==> src/rtl/brj_pkg.sv <==
package brj_pkg;
  localparam int INSN_W = 32;
  localparam int OP_W   = 6;
  localparam int REG_W  = 5;
  localparam int FN_W   = 6;

  localparam int OP_LSB = 26;
  localparam int RT_LSB = 16;
  localparam int RD_LSB = 11;
  localparam int FN_LSB = 0;

  localparam logic [OP_W-1:0] OP_RTYPE  = 6'd0;
  localparam logic [OP_W-1:0] OP_SIGNBR = 6'd1;
  localparam logic [OP_W-1:0] OP_JUMP   = 6'd2;
  localparam logic [OP_W-1:0] OP_JLINK  = 6'd3;
  localparam logic [OP_W-1:0] OP_EQ     = 6'd4;
  localparam logic [OP_W-1:0] OP_NE     = 6'd5;
  localparam logic [OP_W-1:0] OP_LEZ    = 6'd6;
  localparam logic [OP_W-1:0] OP_GTZ    = 6'd7;

  localparam logic [FN_W-1:0] FN_JREG   = 6'd8;
  localparam logic [FN_W-1:0] FN_JRLINK = 6'd9;

  typedef struct packed {
    logic br;
    logic jmp;
    logic inv;
    logic lez;
    logic need_rs;
    logic need_rt;
    logic link_ra;
    logic link_rd;
    logic wr;
    logic ok;
  } ctl_t;

  localparam ctl_t CTL_NONE = '0;
endpackage

==> src/rtl/brj_signbr_dec.sv <==
module brj_signbr_dec
  import brj_pkg::*;
#(
  parameter int SEL_W = REG_W
) (
  input  logic [SEL_W-1:0] sel_i,
  output ctl_t             ctl_o
);
  localparam logic [SEL_W-1:0] SEL_LT    = SEL_W'(0);
  localparam logic [SEL_W-1:0] SEL_GE    = SEL_W'(1);
  localparam logic [SEL_W-1:0] SEL_LTL   = SEL_W'(16);
  localparam logic [SEL_W-1:0] SEL_GEL   = SEL_W'(17);
  localparam logic [SEL_W-1:0] SEL_CSYNC = SEL_W'(31);

  always_comb begin
    ctl_o = CTL_NONE;
    unique case (sel_i)
      SEL_LT, SEL_GE, SEL_LTL, SEL_GEL: begin
        ctl_o.br      = 1'b1;
        ctl_o.need_rs = 1'b1;
        ctl_o.ok      = 1'b1;
        ctl_o.inv     = sel_i[0];
        ctl_o.link_ra = sel_i[4];
        ctl_o.wr      = sel_i[4];
      end
      SEL_CSYNC: begin
        ctl_o.need_rs = 1'b1;
        ctl_o.ok      = 1'b1;
      end
      default: ctl_o = CTL_NONE;
    endcase
  end
endmodule

==> src/rtl/brj_funct_dec.sv <==
module brj_funct_dec
  import brj_pkg::*;
(
  input  logic [FN_W-1:0] fn_i,
  output ctl_t            ctl_o
);
  always_comb begin
    ctl_o = CTL_NONE;
    unique case (fn_i)
      FN_JREG, FN_JRLINK: begin
        ctl_o.jmp     = 1'b1;
        ctl_o.need_rs = 1'b1;
        ctl_o.ok      = 1'b1;
        ctl_o.link_rd = (fn_i == FN_JRLINK);
        ctl_o.wr      = (fn_i == FN_JRLINK);
      end
      default: ctl_o = CTL_NONE;
    endcase
  end
endmodule

==> src/rtl/brj_major_dec.sv <==
module brj_major_dec
  import brj_pkg::*;
(
  input  logic [OP_W-1:0] op_i,
  input  ctl_t            signbr_i,
  input  ctl_t            funct_i,
  output ctl_t            ctl_o
);
  always_comb begin
    ctl_o = CTL_NONE;
    unique case (op_i)
      OP_RTYPE:  ctl_o = funct_i;
      OP_SIGNBR: ctl_o = signbr_i;
      OP_JUMP, OP_JLINK: begin
        ctl_o.jmp     = 1'b1;
        ctl_o.ok      = 1'b1;
        ctl_o.link_ra = op_i[0];
        ctl_o.wr      = op_i[0];
      end
      OP_EQ, OP_NE, OP_LEZ, OP_GTZ: begin
        ctl_o.br      = 1'b1;
        ctl_o.need_rs = 1'b1;
        ctl_o.ok      = 1'b1;
        ctl_o.inv     = op_i[0];
        ctl_o.lez     = op_i[1];
        ctl_o.need_rt = ~op_i[1];
      end
      default: ctl_o = CTL_NONE;
    endcase
  end
endmodule

==> src/rtl/brj_decode.sv <==
module brj_decode
  import brj_pkg::*;
#(
  parameter int          DEST_W   = REG_W,
  parameter logic [4:0]  LINK_REG = 5'd31
) (
  input  logic [INSN_W-1:0] insn_i,
  output logic              is_branch_o,
  output logic              is_jump_o,
  output logic              cond_inv_o,
  output logic              cond_lez_o,
  output logic              need_rs_o,
  output logic              need_rt_o,
  output logic              link_ra_o,
  output logic              link_rd_o,
  output logic              reg_wr_o,
  output logic              supported_o,
  output logic [DEST_W-1:0] dest_o
);
  logic [OP_W-1:0]   op_f;
  logic [REG_W-1:0]  rt_f;
  logic [REG_W-1:0]  rd_f;
  logic [FN_W-1:0]   fn_f;
  logic              unused_fields;
  ctl_t              signbr_ctl, funct_ctl, ctl;

  assign op_f = insn_i[OP_LSB +: OP_W];
  assign rt_f = insn_i[RT_LSB +: REG_W];
  assign rd_f = insn_i[RD_LSB +: REG_W];
  assign fn_f = insn_i[FN_LSB +: FN_W];
  assign unused_fields = ^{insn_i[25:21], insn_i[10:6]};

  brj_signbr_dec #(.SEL_W(REG_W)) u_signbr (
    .sel_i (rt_f),
    .ctl_o (signbr_ctl)
  );

  brj_funct_dec u_funct (
    .fn_i  (fn_f),
    .ctl_o (funct_ctl)
  );

  brj_major_dec u_major (
    .op_i     (op_f),
    .signbr_i (signbr_ctl),
    .funct_i  (funct_ctl),
    .ctl_o    (ctl)
  );

  always_comb begin
    if (ctl.link_ra)      dest_o = DEST_W'(LINK_REG);
    else if (ctl.link_rd) dest_o = DEST_W'(rd_f);
    else                  dest_o = DEST_W'(rt_f);
  end

  assign is_branch_o = ctl.br;
  assign is_jump_o   = ctl.jmp;
  assign cond_inv_o  = ctl.inv;
  assign cond_lez_o  = ctl.lez;
  assign need_rs_o   = ctl.need_rs;
  assign need_rt_o   = ctl.need_rt;
  assign link_ra_o   = ctl.link_ra;
  assign link_rd_o   = ctl.link_rd;
  assign reg_wr_o    = ctl.wr;
  assign supported_o = ctl.ok;

  always_comb begin
    AST_BR_JMP_EXCL: assert (!(is_branch_o && is_jump_o));
    AST_UNSUP_QUIET: assert (supported_o || !(is_branch_o || is_jump_o || reg_wr_o || need_rs_o));
    AST_LINK_WRITES: assert (!(link_ra_o || link_rd_o) || reg_wr_o);
    AST_LINK_RA_DEST: assert (!link_ra_o || dest_o == DEST_W'(LINK_REG));
    AST_RT_ONLY_EQ: assert (!need_rt_o || (is_branch_o && !cond_lez_o));
    AST_JALR_RD: assert (!link_rd_o || (is_jump_o && op_f == OP_RTYPE));
  end
endmodule

==> config.mk <==
export PLATFORM = sky130hd
export DESIGN_NAME = brj_decode
export DESIGN_NICKNAME = d
export VERILOG_FILES = /design/src/rtl/brj_pkg.sv /design/src/rtl/brj_signbr_dec.sv /design/src/rtl/brj_funct_dec.sv /design/src/rtl/brj_major_dec.sv /design/src/rtl/brj_decode.sv
export SDC_FILE = /design/constraint.sdc
export NUM_CORES = 1
export LEC_CHECK = 0
export CAP_MARGIN = 20
export CORE_AREA = 3 3 40 42
export DETAILED_ROUTE_END_ITERATION = 8
export DIE_AREA = 0 0 43 45
export DONT_BUFFER_PORTS = 1
export PLACE_DENSITY = 0.41
export SYNTH_ARGS = -nofsm -noshare
export SYNTH_HDL_FRONTEND = slang
export SYNTH_SLANG_ARGS = --single-unit
==> constraint.sdc <==
create_clock -name vclk -period 4.25
set_input_delay 0.425 -clock vclk [all_inputs]
set_output_delay 0.425 -clock vclk [all_outputs]
set_load 0.05 [all_outputs]
# After elaboration in Yosys (flattened, before gate mapping)
# Cells that the tools add are included.
word_totals:
  output_inout_bits: 15
  elab_cells: 37
  reg_bits: 0
op_classes:
  n_eq_ne: 13
  muxes: 15
  bitwise: 1
  reduce_logical: 8
ops:
  columns: ["operator", "count"]
  rows:
  - ["equality test 6 x 3 -> 1 bit, second input constant", 4]
  - ["equality test 5 bit, second input constant", 3]
  - ["equality test 6 x 2 -> 1 bit, second input constant", 2]
  - ["equality test 6 x 4 -> 1 bit, second input constant", 2]
  - ["case mux 4 bit (3 select lines)", 1]
  - ["two-way mux 5 bit", 2]
  - ["OR reduction 4 bit", 2]
  - ["equality test 6 x 1 -> 1 bit, second input constant", 1]
  - ["logical NOT 6 bit", 1]
  - ["two-way mux 1 bit", 6]
  - ["case mux 1 bit (2 select lines)", 3]
  - ["case mux 1 bit (3 select lines)", 2]
  - ["OR reduction 6 bit", 1]
  - ["equality test 5 x 1 -> 1 bit, second input constant", 1]
  - ["logical NOT 5 bit", 1]
  - ["OR reduction 5 bit", 1]
  - ["OR reduction 2 bit", 2]
  - ["two-way mux 3 bit", 1]
  - ["inverter 1 bit", 1]

# Longest topological paths before layout
# Gate-level depths: netlist of run 1.
depth:
  word_depth: 6
  mapped_depth: 5
  mapped_depth_nobuf: 3

# By module
# A second synthesis of run 1 with hierarchy kept.
unflattened:
  hier_cells: 73
  area_unflattened_um2: 520.5
by_module_without_submodules:
  columns: ["mod", "instances", "area_each_um2", "seq_area_each_um2", "cells_each"]
  rows:
  - ["brj_major_dec", 1, 255.2, 0.0, 37]
  - ["brj_funct_dec", 1, 95.1, 0.0, 13]
  - ["brj_signbr_dec", 1, 87.6, 0.0, 12]
  - ["brj_decode", 1, 82.6, 0.0, 11]

# Least setup slack after synthesis of run 1
# Ideal clock, no wire load.
synth_path:
  path_kind: "input to output"
  from: "in insn_i[29]"
  to: "out dest_o[0]"
  required_time_ns: 3.825
  stages: 5
  slack_ns: 1.314
  arrival_ns: 2.511
  cell_sequence: "or4_1 buf_2 or4_1 buf_2 o211ai_1"
synth_between:
  elab_chain_cells: 4
synth_rtl:
  columns: ["element", "line_no", "text"]
  rows:
  - ["from (decl)", "brj_decode.sv:7", "input logic [INSN_W-1:0] insn_i,"]
  - ["equality test 6 x 2 -> 1 bit or logical NOT 6 bit (tied branches)", null, null]
  - ["OR reduction 2 bit or two-way mux 1 bit (tied branches)", "brj_major_dec.sv:11", "unique case (op_i)"]
  - ["case mux 1 bit (2 select lines) or two-way mux 5 bit (tied branches)", "brj_major_dec.sv:11, brj_decode.sv:52", null]
  - ["two-way mux 5 bit *", "brj_decode.sv:51", "if (ctl.link_ra) dest_o = DEST_W'(LINK_REG);"]
  - ["to (decl)", "brj_decode.sv:18", "output logic [DEST_W-1:0] dest_o"]
# Mark *: on every way between the ends. The rest lies on a longest branch, timed or not.

# Final worst setup path of run 1
layout_path:
  from: "in insn_i[2]"
  to: "out is_jump_o"
layout_between:
  elab_chain_cells: 4
layout_rtl:
  columns: ["element", "line_no", "text"]
  rows:
  - ["equality test 6 x 4 -> 1 bit", "brj_funct_dec.sv:9", "unique case (fn_i)"]
  - ["OR reduction 2 bit *", "brj_funct_dec.sv:9", null]
  - ["two-way mux 1 bit *", "brj_funct_dec.sv:9", null]
  - ["case mux 1 bit (2 select lines) *", "brj_major_dec.sv:11", null]
  - ["to (decl)", "brj_decode.sv:9", "output logic is_jump_o,"]
# Marked as above.

==> results of run 1 <==
[cells by family after synthesis]
| family | count (synthesis) | share of synthesized area |
|---|---|---|
| buffers and inverters | 14 | 0.195 |
| AND/OR/NAND/NOR | 18 | 0.376 |
| AO/OA/AOI/OAI | 16 | 0.429 |
[worst max-delay path: stages]
cell and delay, ns:
or4b_1 0.63, or2_2 0.37, a21oi_1 0.84
[synthesized netlist by cell type]
library cell | n | area, sq um
a31oi_1 | 2 | 12.5
and3_1 | 1 | 6.26
nand2_1 | 2 | 7.51
or4b_1 | 1 | 10.0
nor2_1 | 2 | 7.51
a21oi_1 | 2 | 10.0
inv_1 | 10 | 37.5
or4_1 | 2 | 15.0
or3_1 | 2 | 12.5
a41oi_1 | 1 | 8.76
buf_2 | 2 | 10.0
o211ai_1 | 5 | 37.5
nor4b_1 | 1 | 8.76
nor3_1 | 4 | 20.0
clkbuf_1 | 2 | 7.51
o41ai_1 | 5 | 43.8
nand4_1 | 1 | 6.26
o2111ai_1 | 1 | 8.76
nor2b_1 | 1 | 6.26
or2_2 | 1 | 6.26
[metal layers]
layer / global-route usage / share of wire / vias to the layer above
met3: 0.0279 / 0.092 / 0
met4: 0 / 0 / 0
li1: - / - / 197
met2: 0.168 / 0.50 / 14
met5: 0 / 0 / -
met1: 0.124 / 0.41 / 166
[power by group]
group / switching, mW / internal, mW
clock: 0 / 0
sequential: 0 / 0
combinational: 0.0245 / 0.00985
[final timing paths]
path	slack [ns]	cells past startpoint	to	start
min	1.06	2	need_rt_o	insn_i[27]
max	1.56	3	is_jump_o	insn_i[2]
[stage by stage]
step	hold slack (ns)	setup WS, ns
after detailed placement	1.06	1.55
after CTS	1.06	1.55
after global routing	1.06	1.49
after global placement	1.06	1.58
after floorplan	1.04	1.31
final	1.06	1.56
[final cells by class]
type / count / area, sq um / area share
inverters: 10 / 37.5 / 0.109
multi-input cells: 34 / 228 / 0.662
well taps: 15 / 18.8 / 0.0545
repair buffers: 8 / 60.1 / 0.175
==> impl_metrics.ini, run 1 <==
[run_status]
status = complete, no violations

[floorplanning]
start_util = 0.220
die_h_microns = 45
core_sq_um = 1280
io_pins = 47
rows = 13
die_width_microns = 43
die-area_sq_um = 1940

[final_layout]
area_growth_syn_to_layout_pct = 21.7
num-clock-buffers = 0
fin_cells = 67
nFillCells = 161
layout_commonest_cell = inv_1
postLayoutCellArea_sq_um = 344
drive_gt1_frac = 0.173
final_nets = 86
seq_cells = 0
fin_util = 0.268
final_cell_mix = inv_1, buf_4, o41ai_1, o211ai_1, nor3_1
n_antenna_cell = 0
regArea_sq_um = 0

[worst_hold_path]
hold_class = in2out

[placement]
numPortBuffers = 0
place_hpwl_microns = 858
dpl-instance-area_sq_um = 344
gp_congestion = 0.659
place_inst = 67

[worst_setup_path]
arrival_ns = 2.27
cp_max_fo = 7
start_kind = primary input
required_ns = 3.83
endpoint_kind = primary output
worstSetupPathType = in2out

[power_and_ir_drop]
finalPower_mw = 0.0344
power.static_leakage_nw = 0.156
vdd_drop_max_mv = 0.0348
p_per_area_nw_per_um2 = 100

[global_routing]
antenna_found_initial = 0
grt_pass1_vias = 370
grt_pass1_wl_mm = 1.51
track_usage = 0.0954
grt_max_degree = 8
grt_overflow = 0

[drt]
drc = 0
antenna_left = 0
routed-via-count = 377
drt-pass1-iter-count = 4
routed_wl_microns = 999
viasPerCell = 5.63
avgRoutedWirePerCell_microns = 14.9
drtIter0Drc = 3

[sta]
slew_viol_final = 0
fin_crit_sh = 0.634
slew_headroom = 0.225
fin_tns_setup_ns = 0
finalHoldViolations = 0
max_freq_mhz = 371
grt_setup_unrepaired = false
period_needed_ns = 2.69
setup_viol = 0
worstMarginPinSlew_ns = 1.16

[cts]
cts_resized = 0
cts_post_setup_buffers_inserted = 0
cts_hold_buf = 0

[synth]
syn_inst = 48
syn_area_sq_um = 283
synth_fp_nets = 80
ys_types = 20
ys_seq_area_frac = 0
syn_area_per_cell_sq_um = 5.89
yosysWarnings = 0

[run]
maxCapViolCount = 0
No activity file was read; power rests on OpenSTA's default activity.
==> run 2: changes to the inputs <==
==> constraint.sdc (replaced) <==
create_clock -name vclk -period 2.5
set_input_delay 0.25 -clock vclk [all_inputs]
set_output_delay 0.25 -clock vclk [all_outputs]
set_load 0.05 [all_outputs]
==> impl_metrics.ini, run 2 (synthesis gave the netlist of run 1 again) <==
[placement]
gp_congestion = 0.650
numPortBuffers = 0
place_hpwl_microns = 891

[final_layout]
regArea_sq_um = 0
layout_commonest_cell = buf_4
n_antenna_cell = 0
drive_gt1_frac = 0.271
final_cell_mix = buf_4, inv_1, o41ai_1, o211ai_1, nor3_1
num-clock-buffers = 0
final_nets = 93
fin_util = 0.309
seq_cells = 0
area_growth_syn_to_layout_pct = 40.3

[floorplanning]
die-area_sq_um = 1940
core_sq_um = 1280
start_util = 0.220
io_pins = 47
die_width_microns = 43
die_h_microns = 45
rows = 13

[worst_setup_path]
crit_family = simple AND/OR/NAND/NOR gates
crit_start = insn_i[29]
worstSetupPathType = in2out
slowest_stage = or4_1
crit_top_cell = or4_1
crit_buf_inv = 1
crit_path_max_incr_delay_ns = 0.66
endpoint_kind = primary output
crit_path_cell_trace = or4_1 > or4_1 > o211ai_1 > buf_4
arrival_ns = 1.94
cp_max_fo = 7
required_ns = 2.25
start_kind = primary input

[worst_hold_path]
hold_class = in2out
min_from = insn_i[27]

[global_routing]
grt_pass1_vias = 351
grt.busiest_layer = met2
use_met3 = 0.0199
grtUsageMet2 = 0.168
grt_pass1_wl_mm = 1.43
grt_overflow = 0
use_met1 = 0.114
antenna_found_initial = 0
grt_max_degree = 8
track_usage = 0.0904

[power_and_ir_drop]
p_sw_frac = 0.683
p_int_mw = 0.0197
combPwrFrac = 1.000
seqPwrFrac = 0
vdd_drop_max_mv = 0.0672
power.static_leakage_nw = 0.192
p_sw_mw = 0.0425
finalPower_mw = 0.0622
clock_power_share = 0
p_per_area_nw_per_um2 = 157

[sta]
fin_crit_sh = 0.876
max_freq_mhz = 456
fin_tns_setup_ns = 0
whs_ns = 0.709
slew_viol_final = 0
finalHoldViolations = 0
grt_setup_unrepaired = false
setup_viol = 0
worstMarginPinSlew_ns = 0.530
period_needed_ns = 2.19
slew_headroom = 0.646

[drt]
viasPerCell = 5.54
antenna_left = 0
avgRoutedWirePerCell_microns = 13.8
drt-pass1-iter-count = 4
routed_wl_mm = 1.02
routed-via-count = 410
drc = 0
drtIter0Drc = 7

[run_status]
status = complete, no violations

[run]
maxCapViolCount = 0

[cts]
cts_hold_buf = 0
cts_post_setup_buffers_inserted = 0
cts_resized = 0
run 2: cell count changes in the layout (fill, tap and decap cells not counted):
cell	before	now
buf_4	8	15
run 2: final cells by class:
cell class	count	area, sq um
Fill cell	154	888
Multi-Input combinational cell	34	228
Timing Repair Buffer	15	113
Inverter	10	37.5
Tap cell	15	18.8
run 2: metrics by stage:
stage	cell area, sq um	worst slack (ns)	cells
6_report	397	0.309	74
2_1_floorplan	283	-0.0864	48
4_1_cts	397	0.318	74
3_3_place_gp	397	0.322	74
3_5_place_dp	397	0.325	74
5_1_grt	397	0.269	74
run 2: power by group through the flow:
stage	logic, mW	clock network, mW	registers (mW)
global route	0.0665	0	0
finish	0.0622	0	0
global placement	0.0622	0	0
detailed placement	0.0624	0	0
floorplan	0.0475	0	0
CTS	0.0626	0	0
run 2: routing by layer:
metal  vias up  wire length [microns]  share of wire
li1        208                      -              -
met1       183                    384           0.38
met2        19                    542           0.53
met3         0                     91          0.089
met4         0                      0              0
met5         -                      0              0
run 2: worst paths after layout:
| path | end | depth (start not counted) |
|---|---|---|
| setup / recovery | dest_o[0] | 4 |
| hold / removal | need_rt_o | 2 |
